$ cat src/rtl/dccal_pkg.sv
package dccal_pkg;

  typedef enum logic [2:0] {
    CAL_IDLE,
    CAL_BIT_WAIT,
    CAL_BIT_DECIDE,
    CAL_STAGE_WAIT,
    CAL_CAPTURE
  } cal_state_e;

  function automatic int unsigned max_u(input int unsigned a, input int unsigned b);
    return (a > b) ? a : b;
  endfunction

endpackage

$ cat src/rtl/dccal_timer.sv
module dccal_timer #(
  parameter int unsigned CNT_W = 4
) (
  input  logic             clk,
  input  logic             rst_n,
  input  logic             load_i,
  input  logic [CNT_W-1:0] load_val_i,
  output logic             expired_o
);

  logic [CNT_W-1:0] cnt_q;

  always_ff @(posedge clk or negedge rst_n) begin
    if (!rst_n) begin
      cnt_q <= '0;
    end else if (load_i) begin
      cnt_q <= load_val_i;
    end else if (cnt_q != '0) begin
      cnt_q <= cnt_q - 1'b1;
    end
  end

  assign expired_o = (cnt_q == '0);

  AST_TIMER_LOAD_HOLDS: assert property (@(posedge clk) disable iff (!rst_n)
    (load_i && load_val_i != '0) |=> !expired_o);

endmodule

$ cat src/rtl/dccal_sar.sv
module dccal_sar #(
  parameter int unsigned CODE_W = 6
) (
  input  logic              clk,
  input  logic              rst_n,
  input  logic              init_i,
  input  logic              decide_i,
  input  logic              cmp_i,
  output logic [CODE_W-1:0] code_o,
  output logic              last_o
);

  localparam int unsigned IDX_W = (CODE_W > 1) ? $clog2(CODE_W) : 1;
  localparam logic [CODE_W-1:0] MID_CODE = CODE_W'(1) << (CODE_W - 1);
  localparam logic [IDX_W-1:0]  TOP_IDX  = IDX_W'(CODE_W - 1);

  logic [CODE_W-1:0] code_q;
  logic [IDX_W-1:0]  idx_q;

  // One successive-approximation step: drop the trial bit when the offset is
  // positive, then place the next lower trial bit.
  function automatic logic [CODE_W-1:0] sar_step(input logic [CODE_W-1:0] code,
                                                 input logic [IDX_W-1:0]  idx,
                                                 input logic              above);
    logic [CODE_W-1:0] r;
    r = code;
    if (above) r[idx] = 1'b0;
    if (idx != '0) r[idx - 1'b1] = 1'b1;
    return r;
  endfunction

  always_ff @(posedge clk or negedge rst_n) begin
    if (!rst_n) begin
      code_q <= MID_CODE;
      idx_q  <= TOP_IDX;
    end else if (init_i) begin
      code_q <= MID_CODE;
      idx_q  <= TOP_IDX;
    end else if (decide_i) begin
      code_q <= sar_step(code_q, idx_q, cmp_i);
      if (idx_q != '0) idx_q <= idx_q - 1'b1;
    end
  end

  assign code_o = code_q;
  assign last_o = (idx_q == '0);

  AST_SAR_MIDSCALE_INIT: assert property (@(posedge clk) disable iff (!rst_n)
    init_i |=> (code_o == MID_CODE));

  AST_SAR_UPPER_BITS_FIXED: assert property (@(posedge clk) disable iff (!rst_n)
    (decide_i && !init_i) |=>
      ((code_o >> ($past(idx_q) + 1)) == ($past(code_o) >> ($past(idx_q) + 1))));

  AST_SAR_CODE_STILL: assert property (@(posedge clk) disable iff (!rst_n)
    (!decide_i && !init_i) |=> $stable(code_o));

endmodule

$ cat src/rtl/dccal_avg.sv
module dccal_avg #(
  parameter int unsigned SAMPLE_W = 12,
  parameter int unsigned AVG_LOG2 = 3
) (
  input  logic                       clk,
  input  logic                       rst_n,
  input  logic                       clear_i,
  input  logic                       en_i,
  input  logic                       valid_i,
  input  logic signed [SAMPLE_W-1:0] sample_i,
  output logic                       last_o,
  output logic signed [SAMPLE_W-1:0] corr_o
);

  localparam int unsigned NUM   = 1 << AVG_LOG2;
  localparam int unsigned ACC_W = SAMPLE_W + AVG_LOG2;
  localparam int unsigned CNT_W = AVG_LOG2 + 1;
  localparam logic signed [SAMPLE_W-1:0] S_MIN = {1'b1, {(SAMPLE_W-1){1'b0}}};
  localparam logic signed [SAMPLE_W-1:0] S_MAX = ~S_MIN;

  logic signed [ACC_W-1:0]    acc_q;
  logic signed [ACC_W-1:0]    sample_ext;
  logic signed [ACC_W-1:0]    acc_sum;
  logic [CNT_W-1:0]           cnt_q;
  logic signed [SAMPLE_W-1:0] corr_q;
  logic                       take;

  function automatic logic signed [SAMPLE_W-1:0] floor_mean(input logic signed [ACC_W-1:0] total);
    logic signed [ACC_W-1:0] sh;
    sh = total >>> AVG_LOG2;
    return sh[SAMPLE_W-1:0];
  endfunction

  function automatic logic signed [SAMPLE_W-1:0] neg_sat(input logic signed [SAMPLE_W-1:0] v);
    return (v == S_MIN) ? S_MAX : -v;
  endfunction

  assign sample_ext = sample_i;
  assign acc_sum    = acc_q + sample_ext;
  assign take       = en_i && valid_i;
  assign last_o     = take && (cnt_q == CNT_W'(NUM - 1));

  always_ff @(posedge clk or negedge rst_n) begin
    if (!rst_n) begin
      acc_q  <= '0;
      cnt_q  <= '0;
      corr_q <= '0;
    end else if (clear_i) begin
      acc_q <= '0;
      cnt_q <= '0;
    end else if (last_o) begin
      corr_q <= neg_sat(floor_mean(acc_sum));
      acc_q  <= '0;
      cnt_q  <= '0;
    end else if (take) begin
      acc_q <= acc_sum;
      cnt_q <= cnt_q + 1'b1;
    end
  end

  assign corr_o = corr_q;

  AST_NO_OVERFLOW: assert property (@(posedge clk) disable iff (!rst_n)
    cnt_q < CNT_W'(NUM));

  AST_CORR_ONLY_AT_END: assert property (@(posedge clk) disable iff (!rst_n)
    !last_o |=> $stable(corr_o));

  AST_SKIP_INVALID: assert property (@(posedge clk) disable iff (!rst_n)
    (en_i && !valid_i && !clear_i) |=> $stable(cnt_q));

endmodule

$ cat src/rtl/dccal_seq.sv
module dccal_seq #(
  parameter int unsigned CODE_W       = 6,
  parameter int unsigned SAMPLE_W     = 12,
  parameter int unsigned BIT_SETTLE   = 4,
  parameter int unsigned STAGE_SETTLE = 10,
  parameter int unsigned AVG_LOG2     = 3
) (
  input  logic                       clk,
  input  logic                       rst_n,
  input  logic                       start_i,
  input  logic                       cmp_i,
  input  logic                       filt_valid_i,
  input  logic signed [SAMPLE_W-1:0] filt_sample_i,
  output logic [CODE_W-1:0]          dac_code_o,
  output logic signed [SAMPLE_W-1:0] filt_corr_o,
  output logic                       short_pga_o,
  output logic                       short_filt_o,
  output logic                       busy_o,
  output logic                       done_o
);
  import dccal_pkg::*;

  localparam int unsigned WAIT_MAX = max_u(BIT_SETTLE, STAGE_SETTLE);
  localparam int unsigned TMR_W    = $clog2(WAIT_MAX + 1);
  localparam logic [TMR_W-1:0] BIT_RELOAD   = TMR_W'(BIT_SETTLE - 1);
  localparam logic [TMR_W-1:0] STAGE_RELOAD = TMR_W'(STAGE_SETTLE - 1);

  cal_state_e state_q, state_d;

  logic busy_q, done_q, short_pga_q, short_filt_q;

  // Named internal events
  logic ev_start;       // accepted start request
  logic ev_bit_decide;  // comparator sampled for the current trial bit
  logic ev_next_bit;    // decision made, more bits remain
  logic ev_sar_end;     // last bit decided, amplifier switch opens
  logic ev_settle_end;  // inter-stage settle wait finished
  logic ev_cap_end;     // final filter sample taken

  logic             tmr_load;
  logic [TMR_W-1:0] tmr_val;
  logic             tmr_expired;
  logic             sar_last;
  logic             cap_en;

  assign ev_start      = start_i && (state_q == CAL_IDLE);
  assign ev_bit_decide = (state_q == CAL_BIT_DECIDE);
  assign ev_next_bit   = ev_bit_decide && !sar_last;
  assign ev_sar_end    = ev_bit_decide && sar_last;
  assign ev_settle_end = (state_q == CAL_STAGE_WAIT) && tmr_expired;
  assign cap_en        = (state_q == CAL_CAPTURE);

  assign tmr_load = ev_start || ev_next_bit || ev_sar_end;
  assign tmr_val  = ev_sar_end ? STAGE_RELOAD : BIT_RELOAD;

  dccal_timer #(.CNT_W(TMR_W)) u_timer (
    .clk        (clk),
    .rst_n      (rst_n),
    .load_i     (tmr_load),
    .load_val_i (tmr_val),
    .expired_o  (tmr_expired)
  );

  dccal_sar #(.CODE_W(CODE_W)) u_sar (
    .clk      (clk),
    .rst_n    (rst_n),
    .init_i   (ev_start),
    .decide_i (ev_bit_decide),
    .cmp_i    (cmp_i),
    .code_o   (dac_code_o),
    .last_o   (sar_last)
  );

  dccal_avg #(.SAMPLE_W(SAMPLE_W), .AVG_LOG2(AVG_LOG2)) u_avg (
    .clk      (clk),
    .rst_n    (rst_n),
    .clear_i  (ev_settle_end),
    .en_i     (cap_en),
    .valid_i  (filt_valid_i),
    .sample_i (filt_sample_i),
    .last_o   (ev_cap_end),
    .corr_o   (filt_corr_o)
  );

  always_comb begin
    state_d = state_q;
    unique case (state_q)
      CAL_IDLE:       if (ev_start) state_d = CAL_BIT_WAIT;
      CAL_BIT_WAIT:   if (tmr_expired) state_d = CAL_BIT_DECIDE;
      CAL_BIT_DECIDE: state_d = sar_last ? CAL_STAGE_WAIT : CAL_BIT_WAIT;
      CAL_STAGE_WAIT: if (tmr_expired) state_d = CAL_CAPTURE;
      CAL_CAPTURE:    if (ev_cap_end) state_d = CAL_IDLE;
      default:        state_d = CAL_IDLE;
    endcase
  end

  always_ff @(posedge clk or negedge rst_n) begin
    if (!rst_n) begin
      state_q      <= CAL_IDLE;
      busy_q       <= 1'b0;
      done_q       <= 1'b0;
      short_pga_q  <= 1'b0;
      short_filt_q <= 1'b0;
    end else begin
      state_q <= state_d;
      done_q  <= ev_cap_end;
      if (ev_start) begin
        busy_q       <= 1'b1;
        short_pga_q  <= 1'b1;
        short_filt_q <= 1'b1;
      end else begin
        if (ev_sar_end) short_pga_q <= 1'b0;
        if (ev_cap_end) begin
          short_filt_q <= 1'b0;
          busy_q       <= 1'b0;
        end
      end
    end
  end

  assign busy_o       = busy_q;
  assign done_o       = done_q;
  assign short_pga_o  = short_pga_q;
  assign short_filt_o = short_filt_q;

  AST_START_ARMS: assert property (@(posedge clk) disable iff (!rst_n)
    ev_start |=> (busy_o && short_pga_o && short_filt_o));

  AST_SWITCH_ORDER: assert property (@(posedge clk) disable iff (!rst_n)
    short_pga_o |-> short_filt_o);

  AST_PGA_OPENS_AT_SAR_END: assert property (@(posedge clk) disable iff (!rst_n)
    $fell(short_pga_o) |-> (state_q == CAL_STAGE_WAIT));

  AST_DONE_ONE_CYCLE: assert property (@(posedge clk) disable iff (!rst_n)
    done_o |=> !done_o);

  AST_DONE_NOT_BUSY: assert property (@(posedge clk) disable iff (!rst_n)
    done_o |-> (!busy_o && !short_filt_o));

  AST_BUSY_START_IGNORED: assert property (@(posedge clk) disable iff (!rst_n)
    (busy_o && start_i && !ev_cap_end) |=> busy_o);

  AST_LATE_START_IGNORED: assert property (@(posedge clk) disable iff (!rst_n)
    (ev_cap_end && start_i) |=> !busy_o);

  AST_START_AT_DONE: assert property (@(posedge clk) disable iff (!rst_n)
    (done_o && start_i) |=> busy_o);

endmodule

$ cat config.mk
export PLATFORM = sky130hd
export DESIGN_NAME = dccal_seq
export DESIGN_NICKNAME = d
export VERILOG_FILES = /design/src/rtl/dccal_pkg.sv /design/src/rtl/dccal_timer.sv /design/src/rtl/dccal_sar.sv /design/src/rtl/dccal_avg.sv /design/src/rtl/dccal_seq.sv
export SDC_FILE = /design/constraint.sdc
export NUM_CORES = 1
export LEC_CHECK = 0
export BUFFER_PORTS_ARGS = -buffer_cell sky130_fd_sc_hd__buf_2
export CAP_MARGIN = 20
export CORE_MARGIN = 5
export CORE_UTILIZATION = 35
export CTS_CLUSTER_SIZE = 28
export DETAILED_ROUTE_END_ITERATION = 8
export PLACE_DENSITY_LB_ADDON = 0.12
export SYNTH_ARGS = -nofsm -noshare
export SYNTH_HDL_FRONTEND = slang
export SYNTH_SLANG_ARGS = --single-unit
$ cat constraint.sdc
create_clock -name clk -period 3.9 [get_ports clk]
set_input_delay 0.78 -clock clk [delete_from_list [all_inputs] [get_ports clk]]
set_output_delay 0.78 -clock clk [all_outputs]
set_load 0.01 [all_outputs]
# Word level (Yosys, flattened, before mapping)
# Index checks and enable logic that the tools add are counted.
[totals]
output_inout_bits = 22
in_bits = 17
word_cells = 91
regBits = 50
[classes]
n_lt_le_gt_ge = 4
bitwise = 4
n_mux = 33
add_sub_neg = 5
n_eq_ne = 10
reduce_logical = 25
[op_table]
columns = ["operator", "n"]
rows = [
  ["15-bit two-way mux", 3],
  ["6-bit two-way mux", 6],
  ["4-bit two-way mux", 6],
  ["3-bit two-way mux", 7],
  ["15-bit by 12-bit adder with 15-bit output", 1],
  ["3-bit case mux with 5 select lines", 1],
  ["12-bit == test (second input constant)", 1],
  ["12-bit two-way mux", 1],
  ["12-bit negator", 1],
  ["2-bit nonzero test", 5],
  ["1-bit logical AND", 8],
  ["3-bit by 4-bit < comparator with 1-bit output (second input constant)", 2],
  ["2-bit inequality test (second input constant)", 4],
  ["6-bit AND", 1],
  ["1-bit demux with 3-bit select", 2],
  ["3-bit by 2-bit == test with 1-bit output (second input constant)", 2],
  ["3-bit by 1-bit >= comparator with 1-bit output (second input constant)", 2],
  ["3-bit logical NOT", 2],
  ["1-bit two-way mux", 6],
  ["6-bit NOT", 1],
  ["6-bit OR", 1],
  ["3-bit nonzero test", 2],
  ["4-bit by 1-bit adder with 4-bit output (second input constant)", 1],
  ["4-bit by 3-bit == test with 1-bit output (second input constant)", 1],
  ["other kinds (12)", 14],
]

# Logic depth before layout (Yosys ltp)
# Gate-level depths: netlist of the first run.
[depth]
depth_word = 13
depth_mapped = 12
mapped_depth_nobuf = 12

# Hierarchy
# From an unflattened synthesis of the first run, not the netlist that was laid out.
[unflattened]
cells_unflattened = 333
hier_area_um2 = 3280.6
[modules_own_cells]
columns = ["mod", "seq_area_each_um2", "cells_per_inst", "n_inst", "area_per_inst_um2"]
rows = [
  ["dccal_avg", 775.7, 237, 1, 2243.4],
  ["dccal_sar", 229.0, 44, 1, 474.2],
  ["dccal_seq", 150.1, 30, 1, 329.1],
  ["dccal_timer", 100.1, 22, 1, 234.0],
]

# Least setup slack after synthesis of the first run
# No wires, ideal clock.
[synth_timing]
path_kind = "input-to-reg"
start = "input port filt_sample_i[0]"
end = "register u_avg.corr_q[11], in the netlist u_avg.corr_o[11]"
setup_slack_ns = 0.340
cell_stages = 10
arrival_ns = 3.478
setup_ns = 0.082
t_required_ns = 3.818
path_cell_list = "ha_1 > fa_1 > a21o_1 > a221oi_2 > o22ai_1 > mux2i_1 > nor2_2 > or4_4 > or4_1 > a31oi_1"
[synth_between]
elab_chain_len = 3
elab_cells_between_ends = 4
classes_between = "2 x add/sub; 1 x eq/ne; 1 x mux"
[synth_lines]
columns = ["item", "line", "rtl"]
rows = [
  ["from (decl)", "dccal_seq.sv:13", "input logic signed [SAMPLE_W-1:0] filt_sample_i,"],
  ["15-bit by 12-bit adder with 15-bit output (*)", "dccal_avg.sv:39", "assign acc_sum = acc_q + sample_ext;"],
  ["12-bit negator / 12-bit == test (equally long branches)", "dccal_avg.sv:35", "return (v == S_MIN) ? S_MAX : -v;"],
  ["12-bit two-way mux (*)", "dccal_avg.sv:35", ""],
  ["to (signal assigned)", "dccal_avg.sv:52", "corr_q <= neg_sat(floor_mean(acc_sum));"],
  ["to (decl)", "dccal_avg.sv:25", "logic signed [SAMPLE_W-1:0] corr_q;"],
]
# Mark *: on every way between the ends. The rest lies on a longest branch, timed or not.
# A chain may end at the register's enable or synchronous reset.

# Worst setup path after layout of the first run
# Same ends and word-level chain as after synthesis.

==> impl_metrics.yaml, run 1 <==
outcome:
  status: "completed"
flow_run:
  maxCapViolations: 0
grt:
  grt_usage_pct: 13.9
  grt_overflow: 0
  grt_max_degree: 40
  grt_pass1_vias: 2562
  grt_pass1_wl_um: 12600
  antenna_found_initial: 0
worst_setup_path:
  end_kind: "flop"
  cp_data_required_time_ns: 4.13
  worst-setup-path-type: "primary input to flop"
  arrival_ns: 3.70
  rr_endpoint: "u_avg.corr_o[11]"
  reg2reg_depth: 10
  crit_path_end: "u_avg.corr_o[11]"
  startpoint_type: "primary input"
  startpoint: "filt_sample_i[0]"
  regToRegSetupSlack_ns: 0.62
  path_max_fanout: 3
  rr_startpoint: "u_avg.acc_q[0]"
clock_tree:
  clk_latency_ns: 0.30
  ctsHoldBuffers: 0
  cts_max_level: 2
  cts_buffers: 5
  clockBufferDepth: 2
  clk_pin_slew_ns: 0.09
  postCtsSetupBuffers: 0
  root_buffer: "clkbuf_8"
  cts_tree: "built"
  cts.sinks: 50
  cts_resized: 0
power_and_ir_drop:
  p_sw_uw: 909
  pwr-share-seq_pct: 32.7
  powerDensity_nw_per_um2: 636
  ir_drop_uv: 177
  power_leakage_uw: 0.00174
  netSwitchingFraction_pct: 40.1
  pwr-share-clk_pct: 16.4
  comb_power_share_pct: 50.9
  p_int_uw: 1360
logic_synthesis:
  yosys_warnings: 0
  postSynthCellCount: 311
  syn_avg_cell_area_um2: 9.99
  async_flop_share_pct: 100
  synthMuxAreaShare_pct: 0.322
  synth_area_um2: 3110
  synth_ff_type: "dfrtp_1"
  synth.largest_area_cell: "dfrtp_1"
  synth-seq-area-share_pct: 40.4
  synthTopCellsByArea: "dfrtp_1 38%, ha_1 8.1%, xnor2_1 4.2%"
  synthAdderAreaFrac_pct: 8.70
  synth_top_family_by_area: "compound AO/OA/AOI/OAI gates"
  synthXorXnorAreaFrac_pct: 7.65
  synth-seq-cells: 50
  yosysTopAreaCellShare_pct: 37.9
  synth-simple-area-share_pct: 17.2
  synthDistinctLibCells: 70
  synth_edf_count: 0
  syn_nets: 349
  synth_compound_area_share_pct: 22.3
timing:
  worstMarginPinSlew_ns: 0.971
  fmax_mhz: 288
  slew-limit-headroom_pct: 35.2
  layout_setup_ws_ns: 0.423
  setup-tns-final_ns: 0
  rsz0062_at_grt: "false"
  timing_hold_violations_final: 0
  post-route-min-period_ns: 3.48
  slew_violations: 0
  period_share_pct: 89.2
  fin_skew_ns: 0.00369
  holdWs_ns: 0.478
  setup_violations: 0
die:
  top_level_ports: 39
  die_h_um: 104
  core_um2: 8680
  die_x_um: 104
  die-area_um2: 10900
  rows: 34
  start_util_pct: 35.8
drt:
  drt_iter0_drc: 118
  num_vias: 2459
  route.detailed.drc: 0
  wl_per_cell_um: 15.5
  dr.pass1.iters: 4
  vias_per_cell: 5.27
  routed_wl_um: 7240
  ant_nets: 0
placed_design:
  portBuffers: 38
  dp_hpwl_um: 5430
  dpl_cell_area_um2: 3450
  pre_cts_slack_ns: 0.106
  gp_routability_congestion: 0.817
finish:
  fin_nets: 396
  mostFrequentLayoutCell: "dfrtp_1"
  design_area_um2: 3560
  area_growth_syn_to_layout_pct: 14.6
  diodes: 0
  fin_util_pct: 41.0
  most-common-layout-cells: "47 x dfrtp_1, 38 x buf_2, 30 x nand2_1"
  final.fill_count: 892
  drive_above_1_share_pct: 20.9
min_path:
  min_path_type: "flop to flop"
  worstHoldPathCells: 2
==> cell families after synthesis <==
family	count (synthesis)
simple gates	100
fa+ha+maj	21
buf+inv	19
compound gates	95
mux	1
xor+xnor	25
flops	50
==> state kept, by name, indices dropped and copies added (netlist names) <==
name and count:
u_avg.acc_q 15, u_avg.corr_o 12, u_sar.code_o 6, u_avg.cnt_q 4, u_timer.cnt_q 4, state_q 3, u_sar.idx_q 3, done_o 1
short_filt_o 1, short_pga_o 1
==> cell type report <==
cell class | instances | area (um^2) | share of cell area [%]
multi-input combinational | 242 | 1750 | 49.1
inverter | 9 | 33.8 | 0.949
timing repair buffer | 50 | 280 | 7.87
clock inverter | 2 | 37.5 | 1.05
sequential | 50 | 1250 | 35.2
tap | 108 | 135 | 3.79
clock buffer | 6 | 72.6 | 2.04
==> worst min-delay path by stage <==
stage,from,end,slack [ns]
6_report,short_pga_o,short_pga_o,0.48
5_1_grt,u_avg.corr_o[8],u_avg.corr_o[8],0.52
4_1_cts,short_pga_o,short_pga_o,0.49
3_5_place_dp,short_pga_o,short_pga_o,0.46
3_3_place_gp,short_pga_o,short_pga_o,0.46
2_1_floorplan,u_avg.acc_q[2],u_avg.acc_q[2],0.45
==> routing by layer <==
layer / global-route usage [%] / part of all wire [%] / vias to the layer above
li1: - / - / 1253
met1: 19.7 / 51 / 1163
met2: 22.1 / 45 / 36
met3: 2.42 / 2.9 / 7
met4: 3.52 / 0.87 / 0
met5: 0 / 0 / -
==> stage by stage <==
step           cells  total power [uW]
3_5_place_dp     459              1910
4_1_cts          467              2300
2_1_floorplan    311              1600
5_1_grt          467              2470
3_3_place_gp     459              1900
6_report         467              2260
==> critical path: stages <==
cell	delay (ns)
buf_2	0.10
ha_1	0.21
fa_1	0.42
a21o_1	0.23
a221oi_2	0.34
o22ai_1	0.16
mux2i_1	0.21
nor2_2	0.06
or4_4	0.55
or4_1	0.48
a31oi_1	0.17
==> synth_stat cells (all sizes together), types with 3 or more instances <==
cell type and count:
dfrtp 47, nand2 30, o21ai 24, ha 20, nand3 16, nor2 15
xnor2 15, a21oi 12, xor2 10, a22o 9, inv 9, o22a 9
a21o 8, a211oi 5, buf 5, clkbuf 5, nor3 5, and3 4
or4 4, a31o 3, a32oi 3, and2 3, dfstp 3, nand2b 3
o31ai 3
==> power by group through the flow <==
stage | Combinational (uW) | Sequential [uW] | Clock (uW)
2_1_floorplan | 859 | 741 | 0
3_3_place_gp | 1150 | 753 | 0
3_5_place_dp | 1150 | 754 | 0
4_1_cts | 1160 | 743 | 389
5_1_grt | 1300 | 762 | 408
6_report | 1150 | 741 | 370
Power figures use the tool's default switching activity.
==> run 2: changes to the inputs <==
--- a/config.mk
+++ b/config.mk
@@ -5,12 +5,12 @@
 export SDC_FILE = /design/constraint.sdc
 export NUM_CORES = 1
 export LEC_CHECK = 0
-export BUFFER_PORTS_ARGS = -buffer_cell sky130_fd_sc_hd__buf_2
 export CAP_MARGIN = 20
 export CORE_MARGIN = 5
 export CORE_UTILIZATION = 35
 export CTS_CLUSTER_SIZE = 28
 export DETAILED_ROUTE_END_ITERATION = 8
+export DONT_BUFFER_PORTS = 1
 export PLACE_DENSITY_LB_ADDON = 0.12
 export SYNTH_ARGS = -nofsm -noshare
 export SYNTH_HDL_FRONTEND = slang
==> run 2 against run 1 <==
Net effect:
- global-route usage shrank 0.57 points
- routed wire length shrank 1.2%
- hold slack lost 0.32 ns
- via count shrank 6.0%
- die area is the same
- total power shrank 0.76%
- largest power group unchanged
==> impl_metrics.yaml, run 2 (synthesis results as in run 1) <==
outcome:
  status: "completed"
worst_setup_path:
  path_depth: 10
  crit_chain: "ha_1 -> fa_1 -> a21o_1 -> a221oi_2 -> o22ai_1 -> mux2i_1 -> nor2_2 -> or4_4 -> or4_1 -> a31oi_1"
  critPathBufInv: 0
  cp_data_required_time_ns: 4.12
  regToRegSetupSlack_ns: 0.60
  cp_slowest_cell: "or4_4"
  startpoint_type: "primary input"
  end_kind: "flop"
  worst-setup-path-type: "primary input to flop"
  reg2reg_depth: 10
  crit_family: "simple AND/OR/NAND/NOR gates"
  startpoint: "filt_sample_i[0]"
  rr_startpoint: "u_avg.acc_q[0]"
  arrival_ns: 3.61
  slowest_delay_ns: 0.55
  path_max_fanout: 3
drt:
  routed_wl_um: 7150
  drt_iter0_drc: 81
  ant_nets: 0
  wl_per_cell_um: 16.6
  route.detailed.drc: 0
  vias_per_cell: 5.36
  dr.pass1.iters: 4
  num_vias: 2312
die:
  start_util_pct: 35.8
  rows: 34
  top_level_ports: 39
  die_h_um: 104
  die_x_um: 104
  die-area_um2: 10900
  core_um2: 8680
power_and_ir_drop:
  power_leakage_uw: 0.00158
  p_sw_uw: 892
  comb_power_share_pct: 49.7
  pwr-share-clk_pct: 16.4
  powerDensity_nw_per_um2: 664
  pwr-share-seq_pct: 33.9
  ir_drop_uv: 195
  power.total_uw: 2250
  netSwitchingFraction_pct: 39.7
  p_int_uw: 1360
timing:
  post-route-min-period_ns: 3.39
  setup-tns-final_ns: 0
  holdWs_ns: 0.161
  slew-limit-headroom_pct: 49.6
  worstMarginPinSlew_ns: 0.746
  period_share_pct: 86.9
  timing_hold_violations_final: 0
  setup_violations: 0
  slew_violations: 0
  fmax_mhz: 295
  fin_skew_ns: 0.0100
  rsz0062_at_grt: "false"
placed_design:
  dpl_cell_area_um2: 3280
  portBuffers: 0
  dp_hpwl_um: 5290
  gp_routability_congestion: 0.819
clock_tree:
  postCtsSetupBuffers: 0
  root_buffer: "clkbuf_8"
  cts_resized: 0
  ctsHoldBuffers: 0
  clk_latency_ns: 0.30
  clockBufferDepth: 2
  clk_pin_slew_ns: 0.10
  cts.sinks: 50
  cts_tree: "built"
  cts_max_level: 2
  cts_buffers: 5
finish:
  largest_reg_flops: 15
  fin_nets: 360
  regMostFlops: "u_avg.acc_q"
  design_area_um2: 3380
  mostFrequentLayoutCell: "dfrtp_1"
  most-common-layout-cells: "47 x dfrtp_1, 30 x nand2_1, 21 x o21ai_0"
  area_growth_syn_to_layout_pct: 8.86
  drive_above_1_share_pct: 11.8
  diodes: 0
min_path:
  min_path_type: "primary input to async pin"
grt:
  grt_max_degree: 51
  grt_overflow: 0
  grt_pass1_wl_um: 12000
  antenna_found_initial: 0
  grt_pass1_vias: 2298
  grt_usage_pct: 13.4
flow_run:
  maxCapViolations: 0
-- run 2: changes by cell type in the layout (fill, tap and decap cells not counted) --
| cell | before | now |
|---|---|---|
| buf_4 | 12 | 14 |
| clkbuf_1 | 1 | 2 |
| clkinvlp_4 | 1 | 0 |
| buf_2 | 38 | 0 |
-- run 2: final timing paths --
kind                                    endpoint
min in group clk                  u_avg.acc_q[2]
worst max register to register  u_avg.corr_o[11]
worst min register to register    u_avg.acc_q[2]
max in group asynchronous        u_sar.code_o[5]
worst max-delay path            u_avg.corr_o[11]
worst min-delay path              u_avg.acc_q[2]
-- run 2: per-stage QoR --
| step | setup WS, ns | utilization, % | cells |
|---|---|---|---|
| 3_5_place_dp | 0.215 | 37.7 | 423 |
| 2_1_floorplan | 0.340 | - | 311 |
| 4_1_cts | 0.513 | 39.0 | 431 |
| 6_report | 0.512 | 39.0 | 431 |
| 3_3_place_gp | 0.223 | 37.7 | 423 |
| 5_1_grt | 0.275 | 39.0 | 431 |
-- run 2: area by class of cell --
class                   instances  area [um^2]
fillers                       903         5300
multi-input cells             242         1750
flip-flops and latches         50         1250
well taps                     108          135
repair buffers                 14          105
clock buffers                   7         76.3
inverters                       9         33.8
clock inverters                 1         30.0
-- run 2: power by group through the flow --
stage               registers, uW  logic, uW  clock network [uW]
finish                        762       1120                 369
detailed placement            771       1120                   0
floorplan                     741        859                   0
global placement              773       1120                   0
CTS                           763       1120                 383
global route                  778       1250                 406
-- run 2: worst reg2reg max path, delay by kind of cell (launching register included) --
family / cells / cell delay [ns]
AO/OA/AOI/OAI: 4 / 0.90
adder cells (fa/ha/maj): 2 / 0.63
flip-flops: 1 / 0.39
multiplexers: 1 / 0.21
AND/OR/NAND/NOR: 3 / 1.10
-- run 2: metal layers --
metal | track usage (%) | wire, um
met5 | 0 | 0
met4 | 2.50 | 0
met3 | 3.97 | 357
met2 | 21.5 | 3310
met1 | 17.9 | 3480
==> run 3: changes to the inputs <==
--- a/config.mk
+++ b/config.mk
@@ -7,7 +7,7 @@
 export LEC_CHECK = 0
 export CAP_MARGIN = 20
 export CORE_MARGIN = 5
-export CORE_UTILIZATION = 35
+export CORE_UTILIZATION = 64
 export CTS_CLUSTER_SIZE = 28
 export DETAILED_ROUTE_END_ITERATION = 8
 export DONT_BUFFER_PORTS = 1
==> run 3 against run 2 <==
Net effect:
- register-to-register slack got worse by 0.14 ns
- routed wire length decreased by 8.8%
- count of clock-buffer cells in the layout decreased by 1
- first-iteration DRC count increased by 100%
- fmax decreased by 4.3%
- clock power decreased by 2%
- sequential power about the same
- critical endpoint unchanged
==> impl_metrics.yaml, run 3 (synthesis results as in run 1) <==
drt:
  drt_iter0_drc: 163
  num_vias: 2402
  ant_nets: 0
  wl_per_cell_um: 16.9
  route.detailed.drc: 0
  vias_per_cell: 6.22
  dr.pass1.iters: 4
  routed_wl_um: 6520
worst_setup_path:
  path_max_fanout: 5
  reg2reg_depth: 10
  end_kind: "flop"
  cp_data_required_time_ns: 4.12
  regToRegSetupSlack_ns: 0.46
  startpoint_type: "primary input"
  arrival_ns: 3.76
  rr_endpoint: "u_avg.corr_o[11]"
  crit_path_end: "u_avg.corr_o[11]"
  startpoint: "filt_sample_i[0]"
  worst-setup-path-type: "primary input to flop"
  rr_startpoint: "u_avg.acc_q[0]"
finish:
  largest_reg_flops: 15
  final_cell_count_no_fill: 386
  mostFrequentLayoutCell: "dfrtp_1"
  most-common-layout-cells: "47 x dfrtp_1, 30 x nand2_1, 21 x o21ai_0"
  final.fill_count: 370
  regMostFlops: "u_avg.acc_q"
  drive_above_1_share_pct: 11.0
  design_area_um2: 3310
  diodes: 0
  area_growth_syn_to_layout_pct: 6.40
  fin_nets: 356
clock_tree:
  ctsHoldBuffers: 0
  cts_buffers: 5
  postCtsSetupBuffers: 0
  clk_pin_slew_ns: 0.10
  cts_resized: 0
  cts_max_level: 2
  clockBufferDepth: 2
  clk_latency_ns: 0.30
  cts_tree: "built"
  cts.sinks: 50
  root_buffer: "clkbuf_8"
power_and_ir_drop:
  power_leakage_uw: 0.00156
  powerDensity_nw_per_um2: 669
  power.total_uw: 2210
  ir_drop_uv: 339
min_path:
  min_path_type: "primary input to async pin"
die:
  rows: 25
  die-area_um2: 6350
  start_util_pct: 65.8
  die_x_um: 79.7
  top_level_ports: 39
  core_um2: 4720
  die_h_um: 79.7
outcome:
  status: "completed"
timing:
  post-route-min-period_ns: 3.54
  holdWs_ns: 0.159
  fmax_mhz: 282
  setup_violations: 0
  slew_violations: 0
  setup-tns-final_ns: 0
  period_share_pct: 90.8
  fin_skew_ns: 0.0122
  worstMarginPinSlew_ns: 0.780
  rsz0062_at_grt: "false"
  slew-limit-headroom_pct: 47.3
  timing_hold_violations_final: 0
grt:
  grt_overflow: 0
  grt_usage_pct: 21.8
  grt_pass1_wl_um: 11000
  grt_max_degree: 51
  antenna_found_initial: 0
  grt_pass1_vias: 2330
placed_design:
  portBuffers: 0
  placed_cells: 378
  gp_routability_congestion: 0.838
  dp_hpwl_um: 4780
  dpl_cell_area_um2: 3190
flow_run:
  maxCapViolations: 0
## run 3: cell types whose count changed in the layout (fill, tap and decap cells not counted)
| cell | previous run | this run |
|---|---|---|
| buf_4 | 14 | 10 |
| clkinv_4 | 0 | 1 |
| clkbuf_1 | 2 | 1 |
## run 3: cell type report
class                           instances  area (um^2)  area share [%]
Inverter                                9         33.8            1.02
Multi-Input combinational cell        242         1750            52.8
Sequential cell                        50         1250            38.0
Clock buffer                            6         72.6            2.20
Clock inverter                          2         38.8            1.17
Timing Repair Buffer                   10         75.1            2.27
Tap cell                               67         83.8            2.54
## run 3: per-layer routing
layer,share of wire (%),vias to the layer above,track usage (%)
li1,-,1171,-
met1,46,1155,29.6
met2,46,65,34.2
met5,0,-,0
met4,1.5,0,6.70
met3,6.4,11,5.76
## run 3: how the worst min path moves through the flow
stage	start	endpoint	slack (ns)
global placement	u_avg.acc_q[9]	u_avg.acc_q[9]	0.47
global route	rst_n	done_o	0.13
finish	rst_n	done_o	0.16
CTS	rst_n	done_o	0.15
detailed placement	u_avg.acc_q[4]	u_avg.acc_q[4]	0.48
floorplan	u_avg.acc_q[2]	u_avg.acc_q[2]	0.45
## run 3: report_power, final
part           switching (uW)  internal (uW)  total (uW)
registers                 117            647         764
logic                     596            491        1090
clock network             169            193         362
total                     882           1330        2210
## run 3: critical path, cell delays in order
cell and delay, ns:
ha_1 0.20, fa_1 0.40, a21o_1 0.22, a221oi_2 0.41
o22ai_1 0.20, mux2i_1 0.22, nor2_2 0.09, or4_4 0.56
or4_1 0.50, a31oi_1 0.18
## run 3: stage by stage
step,worst slack [ns],util (%)
2_1_floorplan,0.340,-
3_3_place_gp,0.149,67.6
3_5_place_dp,0.110,67.6
4_1_cts,0.403,70.0
5_1_grt,0.230,70.0
6_report,0.360,70.0
